`src/rtl/dacfe_pkg.sv`:
```
package dacfe_pkg;

  localparam int MODE_W = 2;
  localparam int LOAD_W = 3;

  typedef enum logic [1:0] {
    FS_IDLE  = 2'd0,
    FS_SHIFT = 2'd1,
    FS_HOLD  = 2'd2
  } frame_state_e;

  typedef enum logic [MODE_W-1:0] {
    PD_NONE      = 2'b00,
    PD_LOAD_LOW  = 2'b01,
    PD_LOAD_HIGH = 2'b10,
    PD_OPEN      = 2'b11
  } pd_mode_e;

  // One-hot load selection for a mode; zero in normal operation.
  function automatic logic [LOAD_W-1:0] load_select(input logic [MODE_W-1:0] mode);
    logic [LOAD_W-1:0] sel;
    case (pd_mode_e'(mode))
      PD_LOAD_LOW:  sel = 3'b001;
      PD_LOAD_HIGH: sel = 3'b010;
      PD_OPEN:      sel = 3'b100;
      default:      sel = 3'b000;
    endcase
    return sel;
  endfunction

  function automatic logic buffer_enabled(input logic [MODE_W-1:0] mode);
    return mode == PD_NONE;
  endfunction

endpackage

```
`src/rtl/dacfe_sync.sv`:
```
module dacfe_sync #(
  parameter int          WIDTH   = 1,
  parameter logic [WIDTH-1:0] RST_VAL = '0
) (
  input  logic             clk,
  input  logic             rst_n,
  input  logic [WIDTH-1:0] async_i,
  output logic [WIDTH-1:0] sync_o
);

  logic [WIDTH-1:0] stage1_q;
  logic [WIDTH-1:0] stage2_q;

  always_ff @(posedge clk or negedge rst_n) begin
    if (!rst_n) begin
      stage1_q <= RST_VAL;
      stage2_q <= RST_VAL;
    end else begin
      stage1_q <= async_i;
      stage2_q <= stage1_q;
    end
  end

  assign sync_o = stage2_q;

endmodule

```
`src/rtl/dacfe_edge.sv`:
```
module dacfe_edge #(
  parameter int               WIDTH   = 1,
  parameter logic [WIDTH-1:0] RST_VAL = '0
) (
  input  logic             clk,
  input  logic             rst_n,
  input  logic [WIDTH-1:0] level_i,
  output logic [WIDTH-1:0] rise_o,
  output logic [WIDTH-1:0] fall_o
);

  logic [WIDTH-1:0] prev_q;

  always_ff @(posedge clk or negedge rst_n) begin
    if (!rst_n) prev_q <= RST_VAL;
    else        prev_q <= level_i;
  end

  for (genvar g = 0; g < WIDTH; g++) begin : g_edge
    assign rise_o[g] =  level_i[g] & ~prev_q[g];
    assign fall_o[g] = ~level_i[g] &  prev_q[g];
  end

endmodule

```
`src/rtl/dacfe_shifter.sv`:
```
module dacfe_shifter
  import dacfe_pkg::*;
#(
  parameter int FRAME_W = 16,
  localparam int CNT_W  = $clog2(FRAME_W + 1)
) (
  input  logic               clk,
  input  logic               rst_n,
  input  logic               sync_lvl_i,
  input  logic               sync_fall_i,
  input  logic               sclk_fall_i,
  input  logic               din_i,
  output logic [FRAME_W-1:0] frame_word_o,
  output logic               load_pulse_o,
  output frame_state_e       state_o,
  output logic [CNT_W-1:0]   bit_cnt_o
);

  localparam logic [CNT_W-1:0] LAST_BIT = CNT_W'(FRAME_W - 1);

  frame_state_e       state_q, state_d;
  logic [FRAME_W-1:0] shift_q;
  logic [CNT_W-1:0]   cnt_q, cnt_d;
  logic               shift_en;

  // Word as it stands once the bit now on the data line is taken.
  assign frame_word_o = {shift_q[FRAME_W-2:0], din_i};
  assign shift_en     = (state_q == FS_SHIFT) && !sync_lvl_i && sclk_fall_i;
  assign load_pulse_o = shift_en && (cnt_q == LAST_BIT);

  always_comb begin
    state_d = state_q;
    cnt_d   = cnt_q;
    case (state_q)
      FS_IDLE: begin
        if (sync_fall_i) begin
          state_d = FS_SHIFT;
          cnt_d   = '0;
        end
      end
      FS_SHIFT: begin
        if (sync_lvl_i) begin
          state_d = FS_IDLE;
        end else if (shift_en) begin
          cnt_d = cnt_q + 1'b1;
          if (cnt_q == LAST_BIT) state_d = FS_HOLD;
        end
      end
      FS_HOLD: begin
        if (sync_lvl_i) state_d = FS_IDLE;
      end
      default: state_d = FS_IDLE;
    endcase
  end

  always_ff @(posedge clk or negedge rst_n) begin
    if (!rst_n) begin
      state_q <= FS_IDLE;
      cnt_q   <= '0;
    end else begin
      state_q <= state_d;
      cnt_q   <= cnt_d;
    end
  end

  // Shift register only clocks data inside an active frame.
  always_ff @(posedge clk or negedge rst_n) begin
    if (!rst_n)        shift_q <= '0;
    else if (shift_en) shift_q <= frame_word_o;
  end

  assign state_o   = state_q;
  assign bit_cnt_o = cnt_q;

endmodule

```
`src/rtl/dacfe_outreg.sv`:
```
module dacfe_outreg
  import dacfe_pkg::*;
#(
  parameter int CODE_W = 14,
  localparam int FRAME_W = CODE_W + MODE_W
) (
  input  logic               clk,
  input  logic               rst_n,
  input  logic               load_i,
  input  logic [FRAME_W-1:0] word_i,
  output logic [CODE_W-1:0]  code_o,
  output logic [MODE_W-1:0]  mode_o,
  output logic               out_en_o,
  output logic [LOAD_W-1:0]  load_sel_o
);

  logic [CODE_W-1:0] code_q;
  logic [MODE_W-1:0] mode_q;
  logic              out_en_q;
  logic [LOAD_W-1:0] load_sel_q;

  always_ff @(posedge clk or negedge rst_n) begin
    if (!rst_n) begin
      code_q     <= '0;
      mode_q     <= PD_NONE;
      out_en_q   <= 1'b1;
      load_sel_q <= '0;
    end else if (load_i) begin
      code_q     <= word_i[CODE_W-1:0];
      mode_q     <= word_i[FRAME_W-1 -: MODE_W];
      out_en_q   <= buffer_enabled(word_i[FRAME_W-1 -: MODE_W]);
      load_sel_q <= load_select(word_i[FRAME_W-1 -: MODE_W]);
    end
  end

  assign code_o     = code_q;
  assign mode_o     = mode_q;
  assign out_en_o   = out_en_q;
  assign load_sel_o = load_sel_q;

endmodule

```
`src/rtl/dac_serial_frontend.sv`:
```
module dac_serial_frontend
  import dacfe_pkg::*;
#(
  parameter int CODE_W = 14
) (
  input  logic              clk,
  input  logic              rst_n,
  input  logic              sync_n_i,
  input  logic              sclk_i,
  input  logic              din_i,
  output logic [CODE_W-1:0] dac_code_o,
  output logic [1:0]        pd_mode_o,
  output logic              out_en_o,
  output logic [2:0]        load_sel_o
);

  localparam int FRAME_W = CODE_W + MODE_W;
  localparam int CNT_W   = $clog2(FRAME_W + 1);

  // Synchronized pins: {frame select, serial clock, data}.
  logic [2:0] pins_s;
  logic       sync_lvl, sclk_lvl, din_lvl;
  logic [1:0] edge_rise, edge_fall;

  // Named internal events for the checker.
  logic               sync_fall, sclk_fall;
  logic               load_pulse;
  logic [FRAME_W-1:0] frame_word;
  frame_state_e       frame_state;
  logic [CNT_W-1:0]   bit_cnt;

  dacfe_sync #(.WIDTH(3), .RST_VAL(3'b110)) u_sync (
    .clk     (clk),
    .rst_n   (rst_n),
    .async_i ({sync_n_i, sclk_i, din_i}),
    .sync_o  (pins_s)
  );

  assign sync_lvl = pins_s[2];
  assign sclk_lvl = pins_s[1];
  assign din_lvl  = pins_s[0];

  dacfe_edge #(.WIDTH(2), .RST_VAL(2'b11)) u_edge (
    .clk     (clk),
    .rst_n   (rst_n),
    .level_i ({sync_lvl, sclk_lvl}),
    .rise_o  (edge_rise),
    .fall_o  (edge_fall)
  );

  assign sync_fall = edge_fall[1];
  assign sclk_fall = edge_fall[0];

  dacfe_shifter #(.FRAME_W(FRAME_W)) u_shift (
    .clk          (clk),
    .rst_n        (rst_n),
    .sync_lvl_i   (sync_lvl),
    .sync_fall_i  (sync_fall),
    .sclk_fall_i  (sclk_fall),
    .din_i        (din_lvl),
    .frame_word_o (frame_word),
    .load_pulse_o (load_pulse),
    .state_o      (frame_state),
    .bit_cnt_o    (bit_cnt)
  );

  dacfe_outreg #(.CODE_W(CODE_W)) u_out (
    .clk        (clk),
    .rst_n      (rst_n),
    .load_i     (load_pulse),
    .word_i     (frame_word),
    .code_o     (dac_code_o),
    .mode_o     (pd_mode_o),
    .out_en_o   (out_en_o),
    .load_sel_o (load_sel_o)
  );

  logic unused_rise;
  assign unused_rise = ^edge_rise;

endmodule

```
`config.mk`:
```
export PLATFORM = sky130hd
export DESIGN_NAME = dac_serial_frontend
export DESIGN_NICKNAME = d
export VERILOG_FILES = /design/src/rtl/dacfe_pkg.sv /design/src/rtl/dacfe_sync.sv /design/src/rtl/dacfe_edge.sv /design/src/rtl/dacfe_shifter.sv /design/src/rtl/dacfe_outreg.sv /design/src/rtl/dac_serial_frontend.sv
export SDC_FILE = /design/constraint.sdc
export NUM_CORES = 1
export LEC_CHECK = 0
export BUFFER_PORTS_ARGS = -buffer_cell sky130_fd_sc_hd__buf_2
export CORE_MARGIN = 10
export CORE_UTILIZATION = 30
export DETAILED_ROUTE_END_ITERATION = 7
export GPL_ROUTABILITY_DRIVEN = 0
export GPL_TIMING_DRIVEN = 0
export PLACE_DENSITY = 0.45
export SLEW_MARGIN = 10
export SYNTH_ARGS = -nofsm -noshare
export SYNTH_HDL_FRONTEND = slang
export SYNTH_SLANG_ARGS = --single-unit
```
`constraint.sdc`:
```
create_clock -name clk -period 2.6 [get_ports clk]
set_input_delay 0.65 -clock clk [delete_from_list [all_inputs] [get_ports clk]]
set_output_delay 0.65 -clock clk [all_outputs]
set_load 0.02 [all_outputs]
```
======== Yosys cells after proc, flatten, opt, wreduce, memory -nomap -nowiden ========
Index checks and enable logic that the tools add are counted.
cells by class
  $add $sub $neg .......................... 1
  eq/ne operators ......................... 12
  multiplexer cells ....................... 11
  bitwise operators ....................... 4
  reductions and logical operators ........ 9
operators with widths
  cell                                                    number
  2-to-1 mux 5 bit                                        3
  2-to-1 mux 2 bit                                        5
  one-hot mux 5 bit (2 select lines)                      1
  one-hot mux 3 bit (3 select lines)                      1
  AND reduction 4 bit                                     2
  equality test 2 bit (second input constant)             3
  inequality test 2 bit (second input constant)           3
  one-hot mux 2 bit (3 select lines)                      1
  adder 5 x 1 -> 5 bit (second input constant)            1
  equality test 5 x 4 -> 1 bit (second input constant)    1
  equality test 2 x 1 -> 1 bit (second input constant)    2
  zero test 2 bit                                         2
  logical AND 1 bit                                       3
  inequality test 3 x 2 -> 1 bit (second input constant)  1
  inequality test 3 bit (second input constant)           1
  AND 1 bit                                               2
  inequality test 2 x 1 -> 1 bit (second input constant)  1
  NOT 1 bit                                               2
  nonzero test 2 bit                                      1
  zero test 1 bit                                         1
storage, ports and cells
  register bits after elaboration ......... 50
  input bits .............................. 5
  output and inout port bits .............. 20
  logic and storage cells ................. 47

======== Logic depth before layout (Yosys ltp) ========
  depth after elaboration ................. 6
  depth in mapped cells ................... 7
  mapped depth without buffers ............ 6

======== Modules after synthesis ========
A second synthesis with hierarchy kept.
second synthesis, totals
  cells, all modules ...................... 160
  area, all modules ....................... 1,960.6 sq um
modules (own cells, without submodules)
  module         instances  cells each  area an instance (sq um)  seq. area each (sq um)
  dacfe_shifter  1          99          952.2                     550.5
  dacfe_outreg   1          49          765.7                     501.7
  dacfe_sync     1          6           155.1                     155.1
  dacfe_edge     1          6           87.6                      52.6

======== Least setup slack after synthesis ========
OpenSTA, ideal clock, no wires.
  kind .................................... register -> register
  start point ............................. register u_shift.cnt_q[0] (netlist: u_shift.bit_cnt_o[0])
  end point ............................... register u_out.code_q[10] (netlist: u_out.code_o[10])
  arrival ................................. 1.597 ns
  setup slack ............................. 0.878 ns
  cell stages (with the launch flop) ...... 8
  path buffers ............................ 1
  clock period less this slack ............ 1.722 ns
  cells stage by stage .................... dfrtp_1 -> ha_1 -> and3_1 -> ha_1 -> nand3b_1 -> nor3_1 -> buf_4 -> mux2_2
on the way
  word-level cells in the longest chain between the ends .. 2
RTL lines
  item                          RTL line             text
  start: declaration            dacfe_shifter.sv:23  logic [CNT_W-1:0] cnt_q, cnt_d;
  start signal: assignment      dacfe_shifter.sv:62  cnt_q <= cnt_d;
  equality test 5 x 4 -> 1 bit  dacfe_shifter.sv:29  assign load_pulse_o = shift_en && (cnt_q == LAST_BIT);
  logical AND 1 bit             dacfe_shifter.sv:29
  end signal: assignment        dacfe_outreg.sv:29   code_q <= word_i[CODE_W-1:0];
  end: declaration              dacfe_outreg.sv:17   logic [CODE_W-1:0] code_q;
No other way between the ends.
A chain may end at the register's enable or synchronous reset.

======== Worst setup path in the final report ========
  start point ............................. register u_shift.cnt_q[0] (netlist: u_shift.bit_cnt_o[0])
  end point ............................... register u_out.code_q[8] (netlist: u_out.code_o[8])
Same word-level chain as after synthesis.

==> flow_summary.toml <==
[setup_path]
crit_top_cell = "ha_1"
cp_cell_sequence = "ha_1 -> and3_1 -> ha_1 -> nand3b_1 -> nor3_1 -> buf_4 -> mux2_2"
worst-path-max-fanout = 10
start_kind = "flop"
worst_setup_path_end_kind = "flop"
slowest_delay_ps = 370
cp.arrival_ps = 2110
path_class = "reg -> reg"
required_ps = 2780
crit_slowest_cell = "dfrtp_1"

[clock_network]
clk_pin_slew_ps = 90
insertion_delay_ps = 290
cts_tree = "built"
clockBufferDepth = 2
ctsHoldBuffers = 0
htreeDepth = 2
root_buffer = "clkbuf_8"
cts_inserted_buffers = 5
post_cts_buffers = 0
clock-sinks = 50
cts_resized = 0

[logic_synthesis]
synthCells = 130
ys_ff_latch = 50
syn_area_per_cell_um2 = 15.3
yosysWarnings = 0
ys_types = 30
ys_seq_area_frac = 0.635
synth_top_area_cell = "dfrtp_1"
netlist_top_cells_area = "dfrtp_1 54%, mux2_2 14%, dfstp_2 9.3%"
synth_top_area_frac = 0.542
synth_fp_nets = 137
synthesis.area_um2 = 1980

[route]
wl_per_cell_um = 14.0
drtIter0Drc = 56
postRouteAntennaNets = 0
vias = 1076
wirelength_um = 3350
drt_first_pass_iters = 4
avgViaCountPerCell = 4.50
drc = 0

[place]
dp.cells = 231
portBuffers = 24
place_area_um2 = 2200
place_hpwl_um = 2290
post-place-ws_ps = 627

[sta]
hold_viol_final = 0
fin_skew_ps = 6.90
setup_viol = 0
drv_slew = 0
fin_tns_setup_ps = 0
grt_setup_unrepaired = "false"
setup_slack_ps = 670
max_freq_ghz = 0.518
hold_slack_ps = 240
max_slew.worst_pin.slew_ps = 315
fin_crit_sh = 0.742
slew_headroom = 0.789
period_minus_slack_ps = 1930

[job]
maxCapViolCount = 0

[global_route]
grt_pass1_vias = 1113
overflow = 0
grt_pass1_wl_um = 5470
track_usage = 0.0674
antenna_found_initial = 0
grt_max_degree = 51

[die]
fp.dieH_um = 101
die_w_um = 101
core_um2 = 6390
ios = 25
start_util = 0.311
die_area_um2 = 10300
num_rows = 29

[power_and_ir_drop]
p_int_mw = 1.14
power_density_nw_per_um2 = 613
p_comb_frac = 0.042
p_leak_nw = 1.17
worst_ir_drop_vdd_mv = 0.327
p_sw_uw = 288
total_power_mw = 1.43
p_seq_frac = 0.576
power_frac_clock = 0.382
switching_share = 0.201

[outcome]
outcome = "finished, final reports clean"

[cells_and_area]
drive_gt1_frac = 0.481
stdcell_count = 239
final_common_cell = "dfrtp_1"
area_growth_pct = 17.6
design_area_um2 = 2330
final_util = 0.365
layout_common_cells = "43 x dfrtp_1, 25 x mux2_2, 24 x buf_2"
nNetsFinal = 169
antenna_cells = 0

[hold_path]
hold_class = "in -> async"
state kept, by name, indices dropped and copies added, names as in the netlist:
register	flops
u_shift.bit_cnt_o	5
u_sync.stage1_q	3
u_shift.shift_q	15
u_out.out_en_o	1
u_sync.sync_o	3
u_edge.prev_q	2
u_out.load_sel_o	3
u_out.mode_o	2
u_shift.state_o	2
u_out.code_o	14
synth_stat cells (all sizes together):
cell,instances
nor2,3
inv,6
dfrtp,43
and3,2
a22o,1
nor3b,1
o21a,1
and2,1
a21oi,1
dfstp,7
and3b,1
ha,2
nand3b,1
nand4,1
or3,1
o2bb2ai,1
nor3,2
nand2,2
nand3,1
buf,4
nor2b,6
o221ai,2
mux2i,2
o21ai,2
nand2b,2
mux2,34
layer usage:
layer / wire [µm] / up-vias / GRT usage / part of all wire
met5: 0 / - / 0 / 0
met3: 198 / 2 / 0.0272 / 0.059
met4: 29 / 0 / 0.0322 / 0.0087
met2: 1540 / 19 / 0.101 / 0.46
li1: - / 516 / - / -
met1: 1580 / 539 / 0.0830 / 0.47
power groups by stage:
stage | logic [mW] | registers, mW | clock network (mW)
final | 0.0603 | 0.824 | 0.546
after global placement | 0.0576 | 0.839 | 0
after floorplan | 0.0352 | 0.833 | 0
after detailed placement | 0.0595 | 0.839 | 0
after global routing | 0.0686 | 0.828 | 0.600
after CTS | 0.0592 | 0.824 | 0.570
final timing paths:
path                                      start                    to  slack, ps  depth (start not counted)
setup / recovery           u_shift.bit_cnt_o[0]       u_out.code_o[8]        670                          7
hold / removal                            rst_n  u_shift.bit_cnt_o[1]        240                          1
setup reg to reg           u_shift.bit_cnt_o[0]       u_out.code_o[8]        670                          7
hold reg to reg              u_sync.stage1_q[0]      u_sync.sync_o[0]        350                          0
max in group asynchronous                 rst_n        u_out.out_en_o       1800                          2
min in group clk             u_sync.stage1_q[0]      u_sync.sync_o[0]        350                          0
critical path: cells and delay by family (launching register included):
kind	cells	cell delay [ps]
muxes	1	350
and+or+nand+nor	3	490
buffers and inverters	1	250
adders and majority gates	2	360
DFF	1	370
cell families after synthesis:
| family | synth area share |
|---|---|
| buf+inv | 0.0322 |
| flops | 0.635 |
| compound gates | 0.0290 |
| mux | 0.218 |
| simple gates | 0.0731 |
| fa+ha+maj | 0.0126 |
area by class of cell:
class,count,area [µm²]
plain buffers,4,41.3
clock buffers,6,82.6
clock inverters,1,30.0
fillers,625,4050
inverters,6,22.5
multi-input cells,70,661
flip-flops and latches,50,1260
well taps,77,96.3
repair buffers,25,140
(Power assumes the default switching activity.)
